**src/rtl/rbs_pkg.sv**
```systemverilog
package rbs_pkg;

  typedef enum logic [1:0] {
    ST_IDLE = 2'd0,
    ST_RUN  = 2'd1,
    ST_TAIL = 2'd2
  } runState_t;

  // Strobes from the control to the datapath
  typedef struct packed {
    logic latchCfg;  // capture mode and index, clear assembly
    logic take;      // accept the current noise word
    logic flush;     // drop any partial symbol
  } asmStrobe_t;

endpackage

```
**src/rtl/rbs_ctrl.sv**
```systemverilog
module rbs_ctrl
  import rbs_pkg::*;
#(
  parameter int TAIL_CYCLES = 2   // must be at least 1
) (
  input  logic       clk,
  input  logic       rst_n,
  input  logic       swEnable,
  input  logic       noiseValid,
  output asmStrobe_t stb,
  output logic       noiseEnable
);

  localparam int CNT_W = (TAIL_CYCLES > 1) ? $clog2(TAIL_CYCLES) : 1;
  localparam logic [CNT_W-1:0] TAIL_LOAD = CNT_W'(TAIL_CYCLES - 1);

  runState_t       state;
  logic [CNT_W-1:0] tailCnt;

  always_comb begin
    stb = '0;
    case (state)
      ST_IDLE: stb.latchCfg = swEnable;
      ST_RUN: begin
        if (!swEnable) stb.flush = 1'b1;
        else           stb.take  = noiseValid;
      end
      default: ;
    endcase
  end

  always_ff @(posedge clk or negedge rst_n) begin
    if (!rst_n) begin
      state       <= ST_IDLE;
      tailCnt     <= '0;
      noiseEnable <= 1'b0;
    end else begin
      case (state)
        ST_IDLE: begin
          if (swEnable) begin
            state       <= ST_RUN;
            noiseEnable <= 1'b1;
          end
        end
        ST_RUN: begin
          if (!swEnable) begin
            state   <= ST_TAIL;
            tailCnt <= TAIL_LOAD;
          end
        end
        ST_TAIL: begin
          if (tailCnt == '0) begin
            state       <= ST_IDLE;
            noiseEnable <= 1'b0;
          end else begin
            tailCnt <= tailCnt - 1'b1;
          end
        end
        default: state <= ST_IDLE;
      endcase
    end
  end

  // a start request in idle raises the source enable
  a_r2_enable_rise: assert property (@(posedge clk) disable iff (!rst_n)
    (state == ST_IDLE && swEnable) |=> noiseEnable);

  // enable held through the tail
  a_r6_tail_hold: assert property (@(posedge clk) disable iff (!rst_n)
    (state == ST_TAIL && tailCnt != '0) |=> noiseEnable);

  // enable drops when the tail expires
  a_r6_tail_drop: assert property (@(posedge clk) disable iff (!rst_n)
    (state == ST_TAIL && tailCnt == '0) |=> !noiseEnable);

  // words are only taken while the source is enabled and running
  a_r7_take_needs_enable: assert property (@(posedge clk) disable iff (!rst_n)
    stb.take |-> (noiseEnable && !stb.flush));

endmodule

```
**src/rtl/rbs_datapath.sv**
```systemverilog
module rbs_datapath
  import rbs_pkg::*;
#(
  parameter int BUS_W = 4,
  localparam int SEL_W = $clog2(BUS_W)
) (
  input  logic             clk,
  input  logic             rst_n,
  input  asmStrobe_t       stb,
  input  logic             cfgBitSel,
  input  logic [SEL_W-1:0] cfgIdx,
  input  logic [BUS_W-1:0] noiseData,
  output logic             symValid,
  output logic [BUS_W-1:0] symData
);

  localparam int FILL_W = SEL_W;
  localparam logic [FILL_W-1:0] LAST_SLOT = FILL_W'(BUS_W - 1);

  logic             modeQ;
  logic [SEL_W-1:0] idxQ;
  logic [FILL_W-1:0] fillCnt;
  logic [BUS_W-1:0] partial;
  logic [BUS_W-1:0] nextPartial;
  logic             selBit;

  assign selBit = noiseData[idxQ];

  // Insert the selected bit into the slot given by the fill count
  for (genvar i = 0; i < BUS_W; i++) begin : g_slot
    assign nextPartial[i] = (fillCnt == FILL_W'(i)) ? selBit : partial[i];
  end

  always_ff @(posedge clk or negedge rst_n) begin
    if (!rst_n) begin
      modeQ    <= 1'b0;
      idxQ     <= '0;
      fillCnt  <= '0;
      partial  <= '0;
      symValid <= 1'b0;
      symData  <= '0;
    end else begin
      symValid <= 1'b0;
      if (stb.latchCfg) begin
        modeQ   <= cfgBitSel;
        idxQ    <= cfgIdx;
        fillCnt <= '0;
        partial <= '0;
      end else if (stb.flush) begin
        fillCnt <= '0;
        partial <= '0;
      end else if (stb.take) begin
        if (!modeQ) begin
          symData  <= noiseData;
          symValid <= 1'b1;
        end else if (fillCnt == LAST_SLOT) begin
          symData  <= nextPartial;
          symValid <= 1'b1;
          fillCnt  <= '0;
          partial  <= '0;
        end else begin
          partial <= nextPartial;
          fillCnt <= fillCnt + 1'b1;
        end
      end
    end
  end

  // every symbol strobe is caused by an accepted word one cycle earlier
  a_r5_valid_after_take: assert property (@(posedge clk) disable iff (!rst_n)
    symValid |-> $past(stb.take));

  // a flush leaves no partial symbol behind
  a_r8_flush_empties: assert property (@(posedge clk) disable iff (!rst_n)
    stb.flush |=> (fillCnt == '0 && !symValid));

  // captured configuration only changes at a start
  a_r9_cfg_frozen: assert property (@(posedge clk) disable iff (!rst_n)
    !stb.latchCfg |=> ($stable(modeQ) && $stable(idxQ)));

  // pass-through mode never accumulates
  a_r4_no_fill_passthru: assert property (@(posedge clk) disable iff (!rst_n)
    !modeQ |-> fillCnt == '0);

endmodule

```
**src/rtl/rng_bitsel_assembler.sv**
```systemverilog
module rng_bitsel_assembler
  import rbs_pkg::*;
#(
  parameter int BUS_W       = 4,
  parameter int TAIL_CYCLES = 2,
  localparam int SEL_W      = $clog2(BUS_W)
) (
  input  logic             clk,
  input  logic             rst_n,
  input  logic             swEnable,
  input  logic             bitSelMode,
  input  logic [SEL_W-1:0] bitIndex,
  output logic             noiseEnable,
  input  logic             noiseValid,
  input  logic [BUS_W-1:0] noiseData,
  output logic             symValid,
  output logic [BUS_W-1:0] symData
);

  asmStrobe_t stb;

  rbs_ctrl #(.TAIL_CYCLES(TAIL_CYCLES)) u_ctrl (
    .clk        (clk),
    .rst_n      (rst_n),
    .swEnable   (swEnable),
    .noiseValid (noiseValid),
    .stb        (stb),
    .noiseEnable(noiseEnable)
  );

  rbs_datapath #(.BUS_W(BUS_W)) u_dp (
    .clk      (clk),
    .rst_n    (rst_n),
    .stb      (stb),
    .cfgBitSel(bitSelMode),
    .cfgIdx   (bitIndex),
    .noiseData(noiseData),
    .symValid (symValid),
    .symData  (symData)
  );

endmodule

```
**config.mk**
```make
export PLATFORM = sky130hd
export DESIGN_NAME = rng_bitsel_assembler
export DESIGN_NICKNAME = d
export VERILOG_FILES = /design/src/rtl/rbs_pkg.sv /design/src/rtl/rbs_ctrl.sv /design/src/rtl/rbs_datapath.sv /design/src/rtl/rng_bitsel_assembler.sv
export SDC_FILE = /design/constraint.sdc
export NUM_CORES = 1
export LEC_CHECK = 0
export ABC_CLOCK_PERIOD_IN_PS = 4500
export CAP_MARGIN = 40
export CORE_UTILIZATION = 36
export DETAILED_ROUTE_END_ITERATION = 8
export GPL_TIMING_DRIVEN = 0
export HOLD_SLACK_MARGIN = 0.05
export PLACE_DENSITY = 0.6
export SYNTH_ARGS = -nofsm -noshare
export SYNTH_HDL_FRONTEND = slang
export SYNTH_HIERARCHICAL = 1
export SYNTH_SLANG_ARGS = --single-unit
```
**constraint.sdc**
```tcl
create_clock -name clk -period 4.5 [get_ports clk]
set_input_delay 1.125 -clock clk [delete_from_list [all_inputs] [get_ports clk]]
set_output_delay 1.125 -clock clk [all_outputs]
set_load 0.02 [all_outputs]
```
; ---- Word-level counts from Yosys, hierarchy flattened
; Index checks and enable logic that the tools add are counted.
[totals]
in_bits = 11
regBits = 18
elab_cells = 71
out_inout_bits = 6
[op_classes]
n_eq_ne = 9
reduce_logical = 11
order_cmp = 1
bitwise = 2
addsub = 2
n_mux = 37
[op_table]
columns = operator, count
row1 = $mux 4, 7
row2 = $mux 2, 9
row3 = $mux 1, 17
row4 = $ne 2x2->1 const B, 4
row5 = $eq 2x2->1 const B, 3
row6 = $pmux 2 s3, 1
row7 = $reduce_and 3->1, 2
row8 = $reduce_bool 3->1, 2
row9 = $eq 2x1->1 const B, 2
row10 = $logic_not 2->1, 2
row11 = $pmux 1 s2, 2
row12 = $reduce_and 2->1, 2
row13 = $reduce_and 4->1, 1
row14 = $reduce_bool 2->1, 2
row15 = $lt 2x3->1 const B, 1
row16 = $add 2x1->2 const B, 1
row17 = $bmux 1 s2, 1
row18 = $not 1->1, 2
row19 = $sub 1x1->1 const B, 1

; ---- Depth between registers and ports, before layout
; Gate-level depths: netlist of run 1.
[logic_depth]
depth_word = 8
mapped_depth = 6
mapped_depth_nobuf = 6

; ---- Hierarchy
; Netlist of run 1, hierarchy kept.
[by_module_without_submodules]
columns = mod, cells_each, n_inst, seq_area_each_um2, area_per_inst_um2
row1 = rbs_datapath, 77, 1, 350.3, 768.2
row2 = rbs_ctrl, 17, 1, 100.1, 178.9

; ---- Worst setup path before layout of run 1
; No wires, ideal clock.
[synth_timing]
path_type = input port to flip-flop
start = input swEnable
end = register u_dp.symData[3]
path_buffers = 0
path_stages = 6
required_time_ns = 4.421
slack_ns = 2.268
setup_time_ns = 0.079
t_arrival_ns = 2.152
cell_sequence = nor2b_2 -> and2_2 -> nor3b_2 -> o21ai_0 -> inv_1 -> a2bb2oi_1
[synth_rtl]
columns = item, line_no
row1 = from (decl), rng_bitsel_assembler.sv:10  ; input logic swEnable,
row2 = to (signal assigned), rbs_datapath.sv:54  ; symData <= noiseData;
row3 = to (signal assigned), rbs_datapath.sv:57  ; symData <= nextPartial;
row4 = to (decl), rbs_datapath.sv:14  ; output logic [BUS_W-1:0] symData

==> flow_summary.toml, run 1 <==
[run_status]
status = "completed"

[synth]
yosysTopAreaCellShare_pct = 47.6
postSynthRegisterBits = 18
synth_area_per_cell_um2 = 10.1
synth.distinct_cells = 26
synth_nets = 110
synth-seq-area-share_pct = 47.6
synth_cells = 94
yosysTopAreaCell = "dfrtp_1"
yosysWarnings = 6
synthTopCellsByArea = "dfrtp_1 48%, o21ai_0 6.9%, ha_1 6.6%, nor2b_1 4.0%, a211oi_1 3.2%"
synth_area_um2 = 947

[global_route]
grt_util_all_layers_pct = 16.8
grt_pass1_wl_mm = 3.34
grt_start_max_net_pins = 11
overflow = 0
antenna_found_initial = 0
grt_pass1_vias = 754

[job]
cap_viol_max_count = 0

[pwr]
power.leakage_uw = 0.000505
pwr-share-comb_pct = 36.3
p_switching_uw = 193
internal_power_uw = 356
max-vdd-ir-drop_uv = 285
seqPwrFrac_pct = 44.9
pwr-share-clk_pct = 18.8
cellPowerDensity_nw_per_um2 = 461
p_sw_share_pct = 35.2
report.power.total_uw = 549

[hold_path]
hold_path.class = "register to register"
min_to = "u_dp/symData[2]"
hp-start = "u_dp/symData[2]"
hold_path_depth = 1

[timing]
timing.setup.tns_ns = 0
hold_slack_ns = 0.496
finClkSkew_ns = 0.00737
slew_headroom_pct = 65.8
rsz0062_at_grt = "false"
fmax_ghz = 0.377
setup_viol = 0
final-max-slew-violation-count = 0
post-route-min-period_ns = 2.65
worstMarginPinSlew_ns = 0.508
fin_crit_sh_pct = 59.0
hold_viol = 0

[critical_path]
reg2reg_slack_ns = 2.78
critical_path_class = "primary input to register"
critPathArrivalTime_ns = 2.88
path_max_fanout = 5
reg2regPathDepth = 6
required_ns = 4.72
regToRegEndpoint = "u_dp/symData[3]"
worstReg2RegStart = "u_ctrl/state[1]"
cp-end-kind = "register"
worstSetupStartpointType = "primary input"

[clock_tree]
cts_root_buffer = "clkbuf_4"
clk_latency_ns = 0.30
clock-sinks = 18
ctsHoldBuffers = 0
cts.path.max_buffers = 2
path_clk_slew_ns = 0.10
cts_setup_buffers = 0
htreeDepth = 1
cts-buffers-inserted = 3
cts_resized = 0
cts_tree = "done"

[layout]
stdcell_count = 145
insertedDiodeCount = 0
final_layout_size_suffix_gt1_share_pct = 13.0
fin_nets = 132
areaGrowthSynthToFinish_pct = 25.9
fin_area_um2 = 1190
n_fill_cell = 260

[die]
fp-row-count = 18
fp.coreArea_um2 = 2480
io_pins = 17
dieArea_um2 = 2840
initial_core_util_pct = 38.2
fp.dieW_um = 53.3
fp.dieH_um = 53.3

[route]
drc_errors = 0
vias = 751
wl_per_cell_um = 13.4
ant_nets = 0
viasPerCell = 5.18
wl_mm = 1.94
drtIter0Drc = 7
drtPass1Iterations = 4

[place]
dp.cells = 141
placed_cell_area_um2 = 1160
gp_congestion = 0.741
hpwl_mm = 1.51
port_buffers = 16
cell type report:
cell class	instances	area [µm²]	share of cell area, %
clock buffer	4	36.3	3.04
timing repair buffer	17	171	14.4
tap	30	37.5	3.15
sequential	18	450	37.8
inverter	8	30.0	2.52
multi-input combinational	66	459	38.5
buffer	2	7.51	0.630
logic make-up after synthesis:
| logic type | Yosys count | synth area share, % |
|---|---|---|
| compound gates | 29 | 18.9 |
| buf+inv | 10 | 3.96 |
| simple gates | 28 | 17.2 |
| flops | 18 | 47.6 |
| fa+ha+maj | 5 | 6.61 |
| mux | 4 | 5.81 |
metal layers:
layer,track usage (%),up-vias,routed length [µm]
met1,18.8,359,913
met3,2.59,5,50
met2,30.0,14,927
met5,0,-,0
li1,-,373,-
met4,9.21,0,47
metrics by stage:
stage | utilization [%] | worst slack (ns)
after floorplan | - | 2.27
after global placement | 46.2 | 1.56
after detailed placement | 46.7 | 1.52
after CTS | 48.1 | 1.84
after global routing | 48.1 | 1.76
final | 48.1 | 1.85
layout by cell type (no fill, tap or decap), drive strengths merged, types with 2 or more instances in the layout:
cell	synthesis	layout
nand2	4	4
o21ai	13	13
mux2	2	2
inv	8	8
ha	5	5
nor2b	7	7
a211oi	4	4
dfrtp	18	18
clkdlybuf4s50	0	16
a21oi	5	5
nand4	3	3
clkbuf	2	6
o21a	2	2
and2	3	3
nor2	7	7
o2bb2ai	3	3
flip-flops by register name, indices dropped and copies added (netlist names):
register            count
u_dp/fillCnt            2
u_ctrl/noiseEnable      1
u_dp/idxQ               2
u_dp/symData            4
u_dp/partial            4
u_ctrl/tailCnt          1
u_ctrl/state            2
u_dp/modeQ              1
u_dp/symValid           1
how the worst max path moves through the flow:
stage                         from              end  slack, ns  cells past startpoint
after detailed placement  swEnable  u_dp/symData[3]       1.52                      7
final                     swEnable  u_dp/symData[3]       1.85                      7
after CTS                 swEnable  u_dp/symData[3]       1.84                      7
after floorplan           swEnable  u_dp/symData[3]       2.27                      6
after global placement    swEnable  u_dp/symData[3]       1.56                      7
after global routing      swEnable  u_dp/symData[3]       1.76                      7
critical path, cell delays in order:
cell,delay (ns)
clkdlybuf4s50_1,0.53
nor2b_2,0.19
and3_2,0.21
nor3b_2,0.26
o21ai_0,0.27
inv_1,0.13
a2bb2oi_1,0.17
synthesized netlist by cell type, drive strengths merged:
library cell	instances
a211oi	4
a21oi	5
a2bb2oi	1
a31o	1
and2	3
and3	1
clkbuf	2
dfrtp	18
ha	5
inv	8
mux2	2
mux2i	1
mux4	1
nand2	4
nand4	3
nor2	7
nor2b	7
nor3	1
nor3b	1
o21a	2
o21ai	13
o2bb2ai	3
or2	1
power by group through the flow:
stage / Clock [µW] / Sequential (µW) / Combinational (µW)
after floorplan: 0 / 268 / 98.1
after global placement: 0 / 250 / 197
after detailed placement: 0 / 251 / 202
after CTS: 107 / 249 / 202
after global routing: 112 / 256 / 221
final: 103 / 247 / 199
No activity file was read; power rests on OpenSTA's default activity.
==> run 2, diff against run 1 <==
--- a/config.mk
+++ b/config.mk
@@ -5,13 +5,13 @@
 export SDC_FILE = /design/constraint.sdc
 export NUM_CORES = 1
 export LEC_CHECK = 0
-export ABC_CLOCK_PERIOD_IN_PS = 4500
+export ABC_CLOCK_PERIOD_IN_PS = 2150
 export CAP_MARGIN = 40
 export CORE_UTILIZATION = 36
 export DETAILED_ROUTE_END_ITERATION = 8
 export GPL_TIMING_DRIVEN = 0
 export HOLD_SLACK_MARGIN = 0.05
-export PLACE_DENSITY = 0.6
+export PLACE_DENSITY = 0.63
 export SYNTH_ARGS = -nofsm -noshare
 export SYNTH_HDL_FRONTEND = slang
 export SYNTH_HIERARCHICAL = 1
==> constraint.sdc (replaced) <==
create_clock -name clk -period 2.15 [get_ports clk]
set_input_delay 0.5375 -clock clk [delete_from_list [all_inputs] [get_ports clk]]
set_output_delay 0.5375 -clock clk [all_outputs]
set_load 0.02 [all_outputs]
==> run 2 against run 1 <==
Compared with the run above:
- critical path depth unchanged
- hold slack better by 0.013 ns
- wire length down 2.5%
- die area unchanged
- sequential share of layout area down 0.20 points
- power up 110%
- largest power group unchanged
- highest routed layer unchanged
- clock power up 98%
==> flow_summary.toml, run 2 (synthesis gave the netlist of run 1 again) <==
[run_status]
status = "completed"

[die]
io_pins = 17
fp.coreArea_um2 = 2480
initial_core_util_pct = 38.2
fp.dieW_um = 53.3
fp-row-count = 18
fp.dieH_um = 53.3
dieArea_um2 = 2840

[pwr]
pwr-share-clk_pct = 17.9
cellPowerDensity_nw_per_um2 = 952
power.leakage_uw = 0.000504
p_sw_share_pct = 34.6
max-vdd-ir-drop_uv = 790
seqPwrFrac_pct = 45.3
pwr-share-comb_pct = 36.8
internal_power_uw = 747
p_switching_uw = 395

[route]
drtPass1Iterations = 4
viasPerCell = 5.16
drtIter0Drc = 15
drc_errors = 0
ant_nets = 0
wl_per_cell_um = 13.0
vias = 748
wl_mm = 1.89

[critical_path]
critical_path_class = "primary input to register"
required_ns = 2.37
worstReg2RegStart = "u_ctrl/state[1]"
reg2reg_slack_ns = 0.54
cp-end-kind = "register"
path_max_fanout = 5
worstSetupStartpointType = "primary input"
crit_start = "swEnable"
critPathArrivalTime_ns = 2.19

[clock_tree]
cts_setup_buffers = 0
cts-buffers-inserted = 3
cts_resized = 0
cts_tree = "done"
cts_root_buffer = "clkbuf_4"
clk_latency_ns = 0.29
ctsHoldBuffers = 0
clock-sinks = 18
cts.path.max_buffers = 2
path_clk_slew_ns = 0.10
htreeDepth = 1

[timing]
rsz0062_at_grt = "false"
setup_viol = 0
fmax_ghz = 0.508
slew_headroom_pct = 70.1
final-max-slew-violation-count = 0
hold_viol = 0
finClkSkew_ns = 0.00232
post-route-min-period_ns = 1.97
worstMarginPinSlew_ns = 0.447
fin_crit_sh_pct = 91.6

[layout]
final_util_pct = 48.4
insertedDiodeCount = 0
n_fill_cell = 246
largestRegisters = "u_dp/partial: 4 flops, u_dp/symData: 4 flops"
fin_nets = 132
final_common_cell = "dfrtp_1"
fin_area_um2 = 1200
final_layout_size_suffix_gt1_share_pct = 13.0
seq_area_um2 = 450
areaGrowthSynthToFinish_pct = 26.6
multi_input_area_um2 = 465
mostFrequentLayoutCells = "18 x dfrtp_1, 16 x clkdlybuf4s50_1, 12 x o21ai_0, 7 x inv_1, 7 x nor2_1"

[place]
gp_congestion = 0.761
hpwl_mm = 1.51
port_buffers = 16
placed_cell_area_um2 = 1160

[global_route]
overflow = 0
grt_pass1_wl_mm = 3.44
antenna_found_initial = 0
grt_pass1_vias = 753
grt_util_all_layers_pct = 17.2
grt_start_max_net_pins = 11

[job]
cap_viol_max_count = 0

[hold_path]
hp-start = "u_dp/symData[1]"
hold_path.class = "register to register"
==> run 2: cell type report <==
class	instances	area share [%]
plain buffers	2	0.626
clock buffers	4	3.03
inverters	8	2.51
multi-input cells	66	38.8
flip-flops and latches	18	37.6
well taps	30	3.13
repair buffers	17	14.3
==> run 2: power groups by stage <==
stage	Combinational, µW	Clock (µW)	Sequential (µW)
2_1_floorplan	205	0	561
3_3_place_gp	410	0	523
3_5_place_dp	417	0	526
4_1_cts	419	211	520
5_1_grt	466	231	539
6_report	420	204	517
==> run 2: worst max-delay path: stages <==
cell and delay (ns):
clkdlybuf4s50_1 0.53, nor2b_2 0.19, and3_2 0.21, nor3b_4 0.25, o21ai_1 0.20, inv_1 0.11
a2bb2oi_1 0.16
==> run 2: worst paths after layout <==
path                                   endpoint  cells past startpoint
worst max register to register  u_dp/symData[3]                      6
min in group asynchronous         u_dp/symValid                      1
max in group asynchronous       u_dp/fillCnt[0]                      2
worst max-delay path            u_dp/symData[3]                      7
worst min-delay path            u_dp/symData[1]                      1
worst min register to register  u_dp/symData[1]                      1
==> run 2: per-stage QoR <==
stage               instances  setup TNS, ns  hold slack (ns)  power (µW)  setup slack, ns
finish                    145              0            0.508        1140            0.180
global route              145              0            0.522        1240           0.0588
CTS                       145              0            0.503        1150           0.0380
detailed placement        141          -1.31            0.476         944           -0.263
global placement          140          -1.02            0.475         932           -0.203
floorplan                  94              0            0.242         766            0.506
==> run 2: layer usage <==
| layer | up-vias | track usage (%) | wire length [µm] |
|---|---|---|---|
| li1 | 371 | - | - |
| met1 | 359 | 19.8 | 827 |
| met2 | 16 | 30.0 | 967 |
| met3 | 2 | 5.46 | 74 |
| met4 | 0 | 5.26 | 20 |
| met5 | - | 0 | 0 |
==> run 3, diff against run 2 <==
--- a/config.mk
+++ b/config.mk
@@ -12,6 +12,7 @@
 export GPL_TIMING_DRIVEN = 0
 export HOLD_SLACK_MARGIN = 0.05
 export PLACE_DENSITY = 0.63
+export SKIP_CTS_REPAIR_TIMING = 1
 export SYNTH_ARGS = -nofsm -noshare
 export SYNTH_HDL_FRONTEND = slang
 export SYNTH_HIERARCHICAL = 1
==> results of run 3 <==
Same layout as run 2: the final DEF is identical, and so are final timing and power.
